`src/rtl/lsw_pkg.sv`:
```
package lsw_pkg;

  typedef enum logic [2:0] {
    ST_IDLE = 3'd0,
    ST_PRE  = 3'd1,
    ST_RAMP = 3'd2,
    ST_ON   = 3'd3,
    ST_POST = 3'd4,
    ST_DIS  = 3'd5
  } lsw_state_e;

  // Rounded-up integer division for deriving cycle counts.
  function automatic int cdiv(input longint num, input longint den);
    return int'((num + den - 64'sd1) / den);
  endfunction

  // Cycle count that never drops below one.
  function automatic int at_least_one(input int v);
    return (v < 1) ? 1 : v;
  endfunction

endpackage

```
`src/rtl/lsw_dwell_cnt.sv`:
```
module lsw_dwell_cnt #(
  parameter int CW = 8
) (
  input  logic          clk,
  input  logic          rst_n,
  input  logic          clr,
  input  logic          run,
  output logic [CW-1:0] cnt
);

  logic [CW-1:0] cnt_d;
  logic          at_top;

  assign at_top = &cnt;

  always_comb begin
    cnt_d = cnt;
    if (clr) begin
      cnt_d = '0;
    end else if (run && !at_top) begin
      cnt_d = cnt + 1'b1;
    end
  end

  always_ff @(posedge clk or negedge rst_n) begin
    if (!rst_n) begin
      cnt <= '0;
    end else begin
      cnt <= cnt_d;
    end
  end

endmodule

```
`src/rtl/lsw_ramp_gen.sv`:
```
module lsw_ramp_gen #(
  parameter int CW       = 8,
  parameter int BASE_CYC = 16
) (
  input  logic [CW-1:0] step,
  input  logic [1:0]    sel,
  input  logic          in_ramp,
  input  logic          full,
  output logic [7:0]    level
);

  localparam int SW       = CW + 8;
  localparam bit BASE_POW = (BASE_CYC & (BASE_CYC - 1)) == 0;

  logic [SW-1:0] scaled;
  logic [SW-1:0] quot;

  // floor(floor(x/2^s)/B) equals floor(x/(B*2^s)), so one constant divisor serves all four ramp lengths
  assign scaled = {step, 8'h00} >> sel;

  generate
    if (BASE_POW) begin : g_shift
      assign quot = scaled >> $clog2(BASE_CYC);
    end else begin : g_div
      assign quot = scaled / SW'(BASE_CYC);
    end
  endgenerate

  always_comb begin
    level = 8'h00;
    if (full) begin
      level = 8'hFF;
    end else if (in_ramp) begin
      level = quot[7:0];
    end
  end

endmodule

```
`src/rtl/lsw_seq_fsm.sv`:
```
module lsw_seq_fsm
  import lsw_pkg::*;
#(
  parameter int CW        = 8,
  parameter int TON_CYC   = 1,
  parameter int TOFF_CYC  = 1,
  parameter int PULSE_CYC = 1,
  parameter int BASE_CYC  = 16
) (
  input  logic          clk,
  input  logic          rst_n,
  input  logic          en_req,
  input  logic [2:0]    ss_code,
  input  logic          dis_en,
  input  logic          dis_perm,
  input  logic          uvlo,
  input  logic [CW-1:0] cnt,
  output lsw_state_e    state_q,
  output logic [1:0]    sel_q,
  output logic          cnt_clr,
  output logic          cnt_run
);

  localparam logic [CW-1:0] TON_LAST   = CW'(TON_CYC - 1);
  localparam logic [CW-1:0] TOFF_LAST  = CW'(TOFF_CYC - 1);
  localparam logic [CW-1:0] PULSE_LAST = CW'(PULSE_CYC - 1);

  lsw_state_e    state_d;
  logic [1:0]    sel_d;
  logic [CW-1:0] ramp_last;

  always_comb begin
    case (sel_q)
      2'd0:    ramp_last = CW'(BASE_CYC - 1);
      2'd1:    ramp_last = CW'(BASE_CYC * 2 - 1);
      2'd2:    ramp_last = CW'(BASE_CYC * 4 - 1);
      default: ramp_last = CW'(BASE_CYC * 8 - 1);
    endcase
  end

  always_comb begin
    state_d = state_q;
    sel_d   = sel_q;
    unique case (state_q)
      ST_IDLE: begin
        if (en_req) state_d = ST_PRE;
      end
      ST_PRE: begin
        if (!en_req) begin
          state_d = ST_POST;
        end else if (cnt >= TON_LAST) begin
          if (ss_code[2]) begin
            state_d = ST_RAMP;
            sel_d   = ss_code[1:0];
          end else begin
            state_d = ST_ON;
          end
        end
      end
      ST_RAMP: begin
        if (!en_req) begin
          state_d = ST_POST;
        end else if (cnt >= ramp_last) begin
          state_d = ST_ON;
        end
      end
      ST_ON: begin
        if (!en_req) state_d = ST_POST;
      end
      ST_POST: begin
        if (cnt >= TOFF_LAST) begin
          if (en_req) begin
            state_d = ST_PRE;
          end else if (dis_en) begin
            state_d = ST_DIS;
          end else begin
            state_d = ST_IDLE;
          end
        end
      end
      ST_DIS: begin
        if (en_req) begin
          state_d = ST_PRE;
        end else if (!dis_en) begin
          state_d = ST_IDLE;
        end else if (!dis_perm && (cnt >= PULSE_LAST)) begin
          state_d = ST_IDLE;
        end
      end
      default: state_d = ST_IDLE;
    endcase
    if (uvlo) state_d = ST_IDLE;
  end

  assign cnt_clr = (state_d != state_q);
  assign cnt_run = (state_q == ST_PRE) || (state_q == ST_RAMP) ||
                   (state_q == ST_POST) || (state_q == ST_DIS);

  always_ff @(posedge clk or negedge rst_n) begin
    if (!rst_n) begin
      state_q <= ST_IDLE;
      sel_q   <= 2'd0;
    end else begin
      state_q <= state_d;
      sel_q   <= sel_d;
    end
  end

endmodule

```
`src/rtl/lsw_chan_seq.sv`:
```
module lsw_chan_seq
  import lsw_pkg::*;
#(
  parameter int CLK_KHZ  = 50000,
  parameter int TON_NS   = 100,
  parameter int TOFF_NS  = 220,
  parameter int PULSE_US = 4100
) (
  input  logic       clk,
  input  logic       rst_n,
  input  logic       en_req,
  input  logic [2:0] ss_code,
  input  logic       dis_en,
  input  logic       dis_perm,
  input  logic       uvlo,
  output logic       main_on,
  output logic [7:0] ramp_level,
  output logic       dis_on
);

  localparam int TON_CYC   = at_least_one(cdiv(longint'(TON_NS) * CLK_KHZ, 1000000));
  localparam int TOFF_CYC  = at_least_one(cdiv(longint'(TOFF_NS) * CLK_KHZ, 1000000));
  localparam int PULSE_CYC = at_least_one(cdiv(longint'(PULSE_US) * CLK_KHZ, 1000));
  localparam int BASE_CYC  = at_least_one(CLK_KHZ);
  localparam int RAMP_MAX  = BASE_CYC * 8;
  localparam int MAX_CYC   = (RAMP_MAX > PULSE_CYC) ? RAMP_MAX : PULSE_CYC;
  localparam int CW        = $clog2(MAX_CYC + 1) + 1;

  lsw_state_e    state_q;
  logic [1:0]    sel_q;
  logic          cnt_clr;
  logic          cnt_run;
  logic [CW-1:0] cnt;

  lsw_seq_fsm #(
    .CW        (CW),
    .TON_CYC   (TON_CYC),
    .TOFF_CYC  (TOFF_CYC),
    .PULSE_CYC (PULSE_CYC),
    .BASE_CYC  (BASE_CYC)
  ) u_fsm (
    .clk      (clk),
    .rst_n    (rst_n),
    .en_req   (en_req),
    .ss_code  (ss_code),
    .dis_en   (dis_en),
    .dis_perm (dis_perm),
    .uvlo     (uvlo),
    .cnt      (cnt),
    .state_q  (state_q),
    .sel_q    (sel_q),
    .cnt_clr  (cnt_clr),
    .cnt_run  (cnt_run)
  );

  lsw_dwell_cnt #(
    .CW (CW)
  ) u_cnt (
    .clk   (clk),
    .rst_n (rst_n),
    .clr   (cnt_clr),
    .run   (cnt_run),
    .cnt   (cnt)
  );

  lsw_ramp_gen #(
    .CW       (CW),
    .BASE_CYC (BASE_CYC)
  ) u_ramp (
    .step    (cnt),
    .sel     (sel_q),
    .in_ramp (state_q == ST_RAMP),
    .full    (state_q == ST_ON),
    .level   (ramp_level)
  );

  assign main_on = (state_q == ST_RAMP) || (state_q == ST_ON);
  assign dis_on  = (state_q == ST_DIS);

endmodule

```
`config.mk`:
```
export PLATFORM = sky130hd
export DESIGN_NAME = lsw_chan_seq
export DESIGN_NICKNAME = d
export VERILOG_FILES = /design/src/rtl/lsw_pkg.sv /design/src/rtl/lsw_dwell_cnt.sv /design/src/rtl/lsw_ramp_gen.sv /design/src/rtl/lsw_seq_fsm.sv /design/src/rtl/lsw_chan_seq.sv
export SDC_FILE = /design/constraint.sdc
export NUM_CORES = 1
export LEC_CHECK = 0
export BUFFER_PORTS_ARGS = -buffer_cell sky130_fd_sc_hd__buf_2
export CORE_UTILIZATION = 60
export DETAILED_ROUTE_END_ITERATION = 12
export GPL_ROUTABILITY_DRIVEN = 0
export PLACE_DENSITY = 0.81
export SETUP_SLACK_MARGIN = 0.4
export SLEW_MARGIN = 20
export SYNTH_ARGS = -nofsm -noshare
export SYNTH_HDL_FRONTEND = slang
export SYNTH_SLANG_ARGS = --single-unit
```
`constraint.sdc`:
```
create_clock -name clk -period 47.6 [get_ports clk]
set_input_delay 11.9 -clock clk [delete_from_list [all_inputs] [get_ports clk]]
set_output_delay 11.9 -clock clk [all_outputs]
set_load 0.02 [all_outputs]
```
* Word level (Yosys, flattened, before mapping)
Index checks and enable logic that the tools add are counted.
Storage, ports and cells: bits of input ports 9, output and inout bits 10, register bits 25, logic and storage cells 51
Operators by class: equal/unequal tests 8, add/subtract/negate cells 1, shift operators 1, divide/modulo/power cells 1, reductions and logical operators 13, muxes and demuxes 20, magnitude comparators 4
Operator list (count):
- case mux 19 bit (3 select lines) | 1
- two-way mux 20 bit | 2
- two-way mux 3 bit | 13
- divider 28 x 16 -> 28 bit (second input constant) | 1
- right shift 28 x 2 -> 28 bit | 1
- adder 20 x 1 -> 20 bit (second input constant) | 1
- >= comparator 20 x 18 -> 1 bit (second input constant) | 1
- >= comparator 20 x 19 -> 1 bit | 1
- >= comparator 20 x 3 -> 1 bit (second input constant) | 1
- >= comparator 20 x 4 -> 1 bit (second input constant) | 1
- AND reduction 20 bit | 1
- case mux 3 bit (6 select lines) | 1
- two-way mux 8 bit | 2
- equality test 3 x 2 -> 1 bit (second input constant) | 2
- equality test 3 bit (second input constant) | 2
- logical OR 1 bit | 4
- AND reduction 4 bit | 1
- equality test 3 x 1 -> 1 bit (second input constant) | 1
- zero test 3 bit | 1
- inequality test 3 bit | 1
- equality test 2 x 1 -> 1 bit (second input constant) | 1
- equality test 2 bit (second input constant) | 1
- logical AND 1 bit | 2
- zero test 1 bit | 2
- 3 further kinds | 3

* Logic depth before layout (Yosys ltp)
word-level depth 9, gate-level depth with buffers 53, depth with buffers taken out 41

* By module
A second synthesis with hierarchy kept.
Unflattened totals: cells, all modules 1380, area total of the unflattened synthesis 9754.4 µm²
By module, submodules not included:
- lsw_ramp_gen | sequential area each 0.0 µm², cells an instance 1141, area an instance 7587.3 µm², times used 1
- lsw_dwell_cnt | sequential area each 500.5 µm², cells an instance 113, area an instance 1129.8 µm², times used 1
- lsw_seq_fsm | sequential area each 125.1 µm², cells an instance 122, area an instance 1001.0 µm², times used 1
- lsw_chan_seq | sequential area each 0.0 µm², cells an instance 4, area an instance 36.3 µm², times used 1

* Least setup slack after synthesis
Ideal clock, no wire load.
path type flip-flop to output port, from register u_fsm.sel_q[0], to output ramp_level[0], stages on the path, launching flop included 43, slack 23.784 ns, data required time 35.700 ns, path buffers 3, arrival time 11.916 ns, path through dfrtp_1 > buf_6 > mux4_2 > buf_6 > or4_1 > nor4_4 > a31oi_4 > o2111a_1 > or3_4 > a2111o_1 > and3_1 > or3_1 > nor3_2 > nor2_1 > or3_1 > a21oi_2 > nand3_1 > o21ai_2 > [7 not listed] > a21oi_4 > a211oi_2 > o41ai_4 > nand2_2 > mux2i_1 > o221ai_2 > nor3_2 > a221oi_1 > o41ai_4 > o211a_2 > or2_1 > buf_2 > a21boi_1 > or4_4 > a311oi_2 > a21oi_1 > mux2_1 > o31a_1
Between the ends: cells in the longest elaborated chain, start to end 4
RTL lines:
- start: declaration | line lsw_seq_fsm.sv:19 | output logic [1:0] sel_q,
- start signal: assignment | line lsw_seq_fsm.sv:105 | sel_q <= sel_d;
- right shift 28 x 2 -> 28 bit | line lsw_ramp_gen.sv:19 | assign scaled = {step, 8'h00} >> sel;
- divider 28 x 16 -> 28 bit | line lsw_ramp_gen.sv:25 | assign quot = scaled / SW'(BASE_CYC);
- two-way mux 8 bit | line lsw_ramp_gen.sv:33 | end else if (in_ramp) begin
- two-way mux 8 bit | line lsw_ramp_gen.sv:31 | if (full) begin
- end: declaration | line lsw_chan_seq.sv:17 | output logic [7:0] ramp_level,
No other way between the ends.

* Worst setup path after layout
Same ends and word-level chain as after synthesis.

==> results.tsv <==
stage	metric	value	unit
setup_path	cp.required	35.70	ns
pwr	power_density	26.9	nW/µm²
setup_path	worstPathMaxFanout	45	
detailed_routing	ant_nets	0	
final_layout	layout.nets	1330	
logic_synthesis	syn-instance-count	1351	
cts	cts_sinks	25	
pwr	p_leak	0.00356	µW
setup_path	endpoint_kind	primary output	
die	die_x	129	µm
timing	rsz0062_at_grt	no	
setup_path	cp.arrival	16.06	ns
setup_path	r2r_setup_slack	41.29	ns
die	dieArea	16600	µm²
cts	cts_resized	0	
timing	timing.final.crit_share	58.7	%
cts	cts.clk_slew.worst_paths	0.06	ns
global_route	grt_pass1_wl	46400	µm
logic_synthesis	synth_top_area_share	6.47	%
timing	setup_viol	0	
detailed_routing	wirelength	28500	µm
die	die_h	129	µm
detailed_routing	drc_errors	0	
logic_synthesis	syn_nets	1381	
cts	clock_path_buffers	2	
final_layout	antenna_cells	0	
timing	hold_viol_final	0	
setup_path	crit_start	u_fsm.sel_q[0]	
final_layout	finalNonFillerCells	1515	
setup_path	startpoint_type	register	
cts	cts_tree	done	
logic_synthesis	synth_area_leaders	dfrtp_1, nor2_1, xnor2_1	
timing	fmax	35.8	MHz
detailed_routing	via_per_inst	7.17	
setup_path	regToRegStartpoint	u_fsm.sel_q[0]	
logic_synthesis	synth_seq_cells	25	
timing	min_period	27.96	ns
setup_path	cp_slowest_cell	dfrtp_2	
die	row_count	46	
logic_synthesis	yosysTopAreaCell	dfrtp_1	
flow_run	cap_violations	0	
min_path	min_path_type	register to register	
global_route	track_usage	33.3	%
final_layout	n_fill_cell	1438	
logic_synthesis	synth_common_cells	nor2_1, nand2_1, o21ai_0	
cts	clk_root_buffer_cell	clkbuf_16	
setup_path	crit_type	register to primary output	
logic_synthesis	async_flop_share	100	%
place	placed_area	9710	µm²
die	core-area	15800	µm²
logic_synthesis	synth.most_common_cell	nor2_1	
cts	htree_levels	1	
logic_synthesis	avgSynthCellArea	7.16	µm²
global_route	first_global_vias	9394	
detailed_routing	num_vias	10859	
setup_path	cpPeakStageDelay	0.96	ns
logic_synthesis	synth-edff-count	0	
cts	cts_hold_buffers	0	
timing	fin_skew	0.00331	ns
setup_path	rr_endpoint	u_cnt.cnt[1]	
cts	clkLatencyLatePin	0.26	ns
die	io_pins	19	
logic_synthesis	ys_types	128	
global_route	grt_start_max_net_pins	46	
final_layout	final_area	9790	µm²
logic_synthesis	syn_area	9670	µm²
die	start_util	61.1	%
setup_path	worst_r2r_path_depth	22	
global_route	antenna_found_initial	0	
place	hpwl	21700	µm
logic_synthesis	yosys_warnings	0	
detailed_routing	drt_iter0_markers	1192	
setup_path	setup.worst_path.end	ramp_level[0]	
outcome	status	complete, no violations	
cts	cts_setup_buffers	0	
final_layout	drive_above_1_share	10.6	%
detailed_routing	dr.pass1.iters	5	
logic_synthesis	ys.flop_type	dfrtp_1	
timing	tightestPinTransition	1.01	ns
pwr	ir_drop	0.0000330	V
final_layout	area_delta_synth_final	1.22	%
place	dp_cells	1511	
timing	slew_headroom	30.8	%
cts	cts-buffers-inserted	3	
timing	drv_slew	0	
global_route	grt-ovfl-total	0	
timing	tns	0	ns
place	port_buffers	18	
detailed_routing	avgRoutedWirePerCell	18.8	µm
logic_synthesis	synth_seq_area_share	6.47	%
[worst max-delay path, delay by kind of cell, from the launching register on]
kind	cells	cell delay (ns)
AOI/OAI and AO/OA	27	9.84
and+or+nand+nor	11	3.68
DFF	1	0.96
buffers and inverters	2	0.94
muxes	1	0.32
[through the flow]
stage	hold WS [ns]	setup slack [ns]	utilization, %	power, µW
after floorplan	0.558	23.78	-	202
after global placement	0.691	20.93	61.3	234
after detailed placement	0.688	20.26	61.3	239
after CTS	0.706	19.94	61.8	258
after global routing	0.748	18.42	61.9	285
final	0.719	19.64	61.9	263
[cells by family (layout without fill, tap and decap cells)]
logic type      count (synthesis)  in the layout  synth area share [%]
flops                          25             25                  6.47
simple gates                  549            549                  28.9
xor+xnor                       93             93                  8.58
fa+ha+maj                      27             27                  3.34
compound gates                485            485                  38.9
buf+inv                       106             54                  4.85
mux                            66             66                  8.94
[worst min path at each step]
stage / endpoint / cells past startpoint / startpoint / slack [ns]
floorplan: u_cnt.cnt[1] / 2 / u_cnt.cnt[1] / 0.56
global placement: u_cnt.cnt[9] / 2 / u_cnt.cnt[9] / 0.69
detailed placement: u_cnt.cnt[9] / 2 / u_cnt.cnt[9] / 0.69
CTS: u_cnt.cnt[9] / 2 / u_cnt.cnt[9] / 0.71
global route: u_cnt.cnt[9] / 2 / u_cnt.cnt[9] / 0.75
finish: u_cnt.cnt[9] / 2 / u_cnt.cnt[9] / 0.72
[cell usage in the layout, fill, tap and decap left out, types with 24 or more instances in the layout]
cell type  netlist  routed
a21oi_1         71      71
and3_1          27      27
dfrtp_1         25      24
inv_1           25      25
mux2i_1         31      31
nand2_1        118     118
nand3_1         55      55
nand4_1         25      25
nor2_1         147     146
nor3_1          41      41
o211ai_1        27      27
o21a_1          26      26
o21ai_0         72      72
xnor2_1         62      62
xor2_1          29      29
[state kept, by name (all words and copies together) (netlist names)]
register and cells:
u_cnt.cnt 20, u_fsm.state_q 3, u_fsm.sel_q 2
[report_power, final]
part / internal [µW] / leakage, µW / total, µW / switching (µW)
registers: 22.3 / 0.000338 / 28.3 / 6.00
clock network: 11.3 / 0.0000409 / 18.2 / 6.95
logic: 79.0 / 0.00318 / 216 / 137
total: 113 / 0.00356 / 263 / 150
[layout make-up]
cell class | count | area, µm² | share of cell area, %
multi-input combinational | 1220 | 8580 | 87.6
sequential | 25 | 627 | 6.40
tap | 216 | 270 | 2.76
timing repair buffer | 24 | 135 | 1.38
inverter | 26 | 97.6 | 0.997
clock buffer | 3 | 75.1 | 0.767
clock inverter | 1 | 5.00 | 0.0511
[per-layer routing]
| metal | wire, µm | vias up | global-route usage [%] |
|---|---|---|---|
| met3 | 1800 | 73 | 1.54 |
| li1 | - | 5137 | - |
| met2 | 13300 | 481 | 55.2 |
| met5 | 0 | - | 0 |
| met1 | 12700 | 5168 | 47.2 |
| met4 | 635 | 0 | 8.86 |
Power figures use the tool's default switching activity.
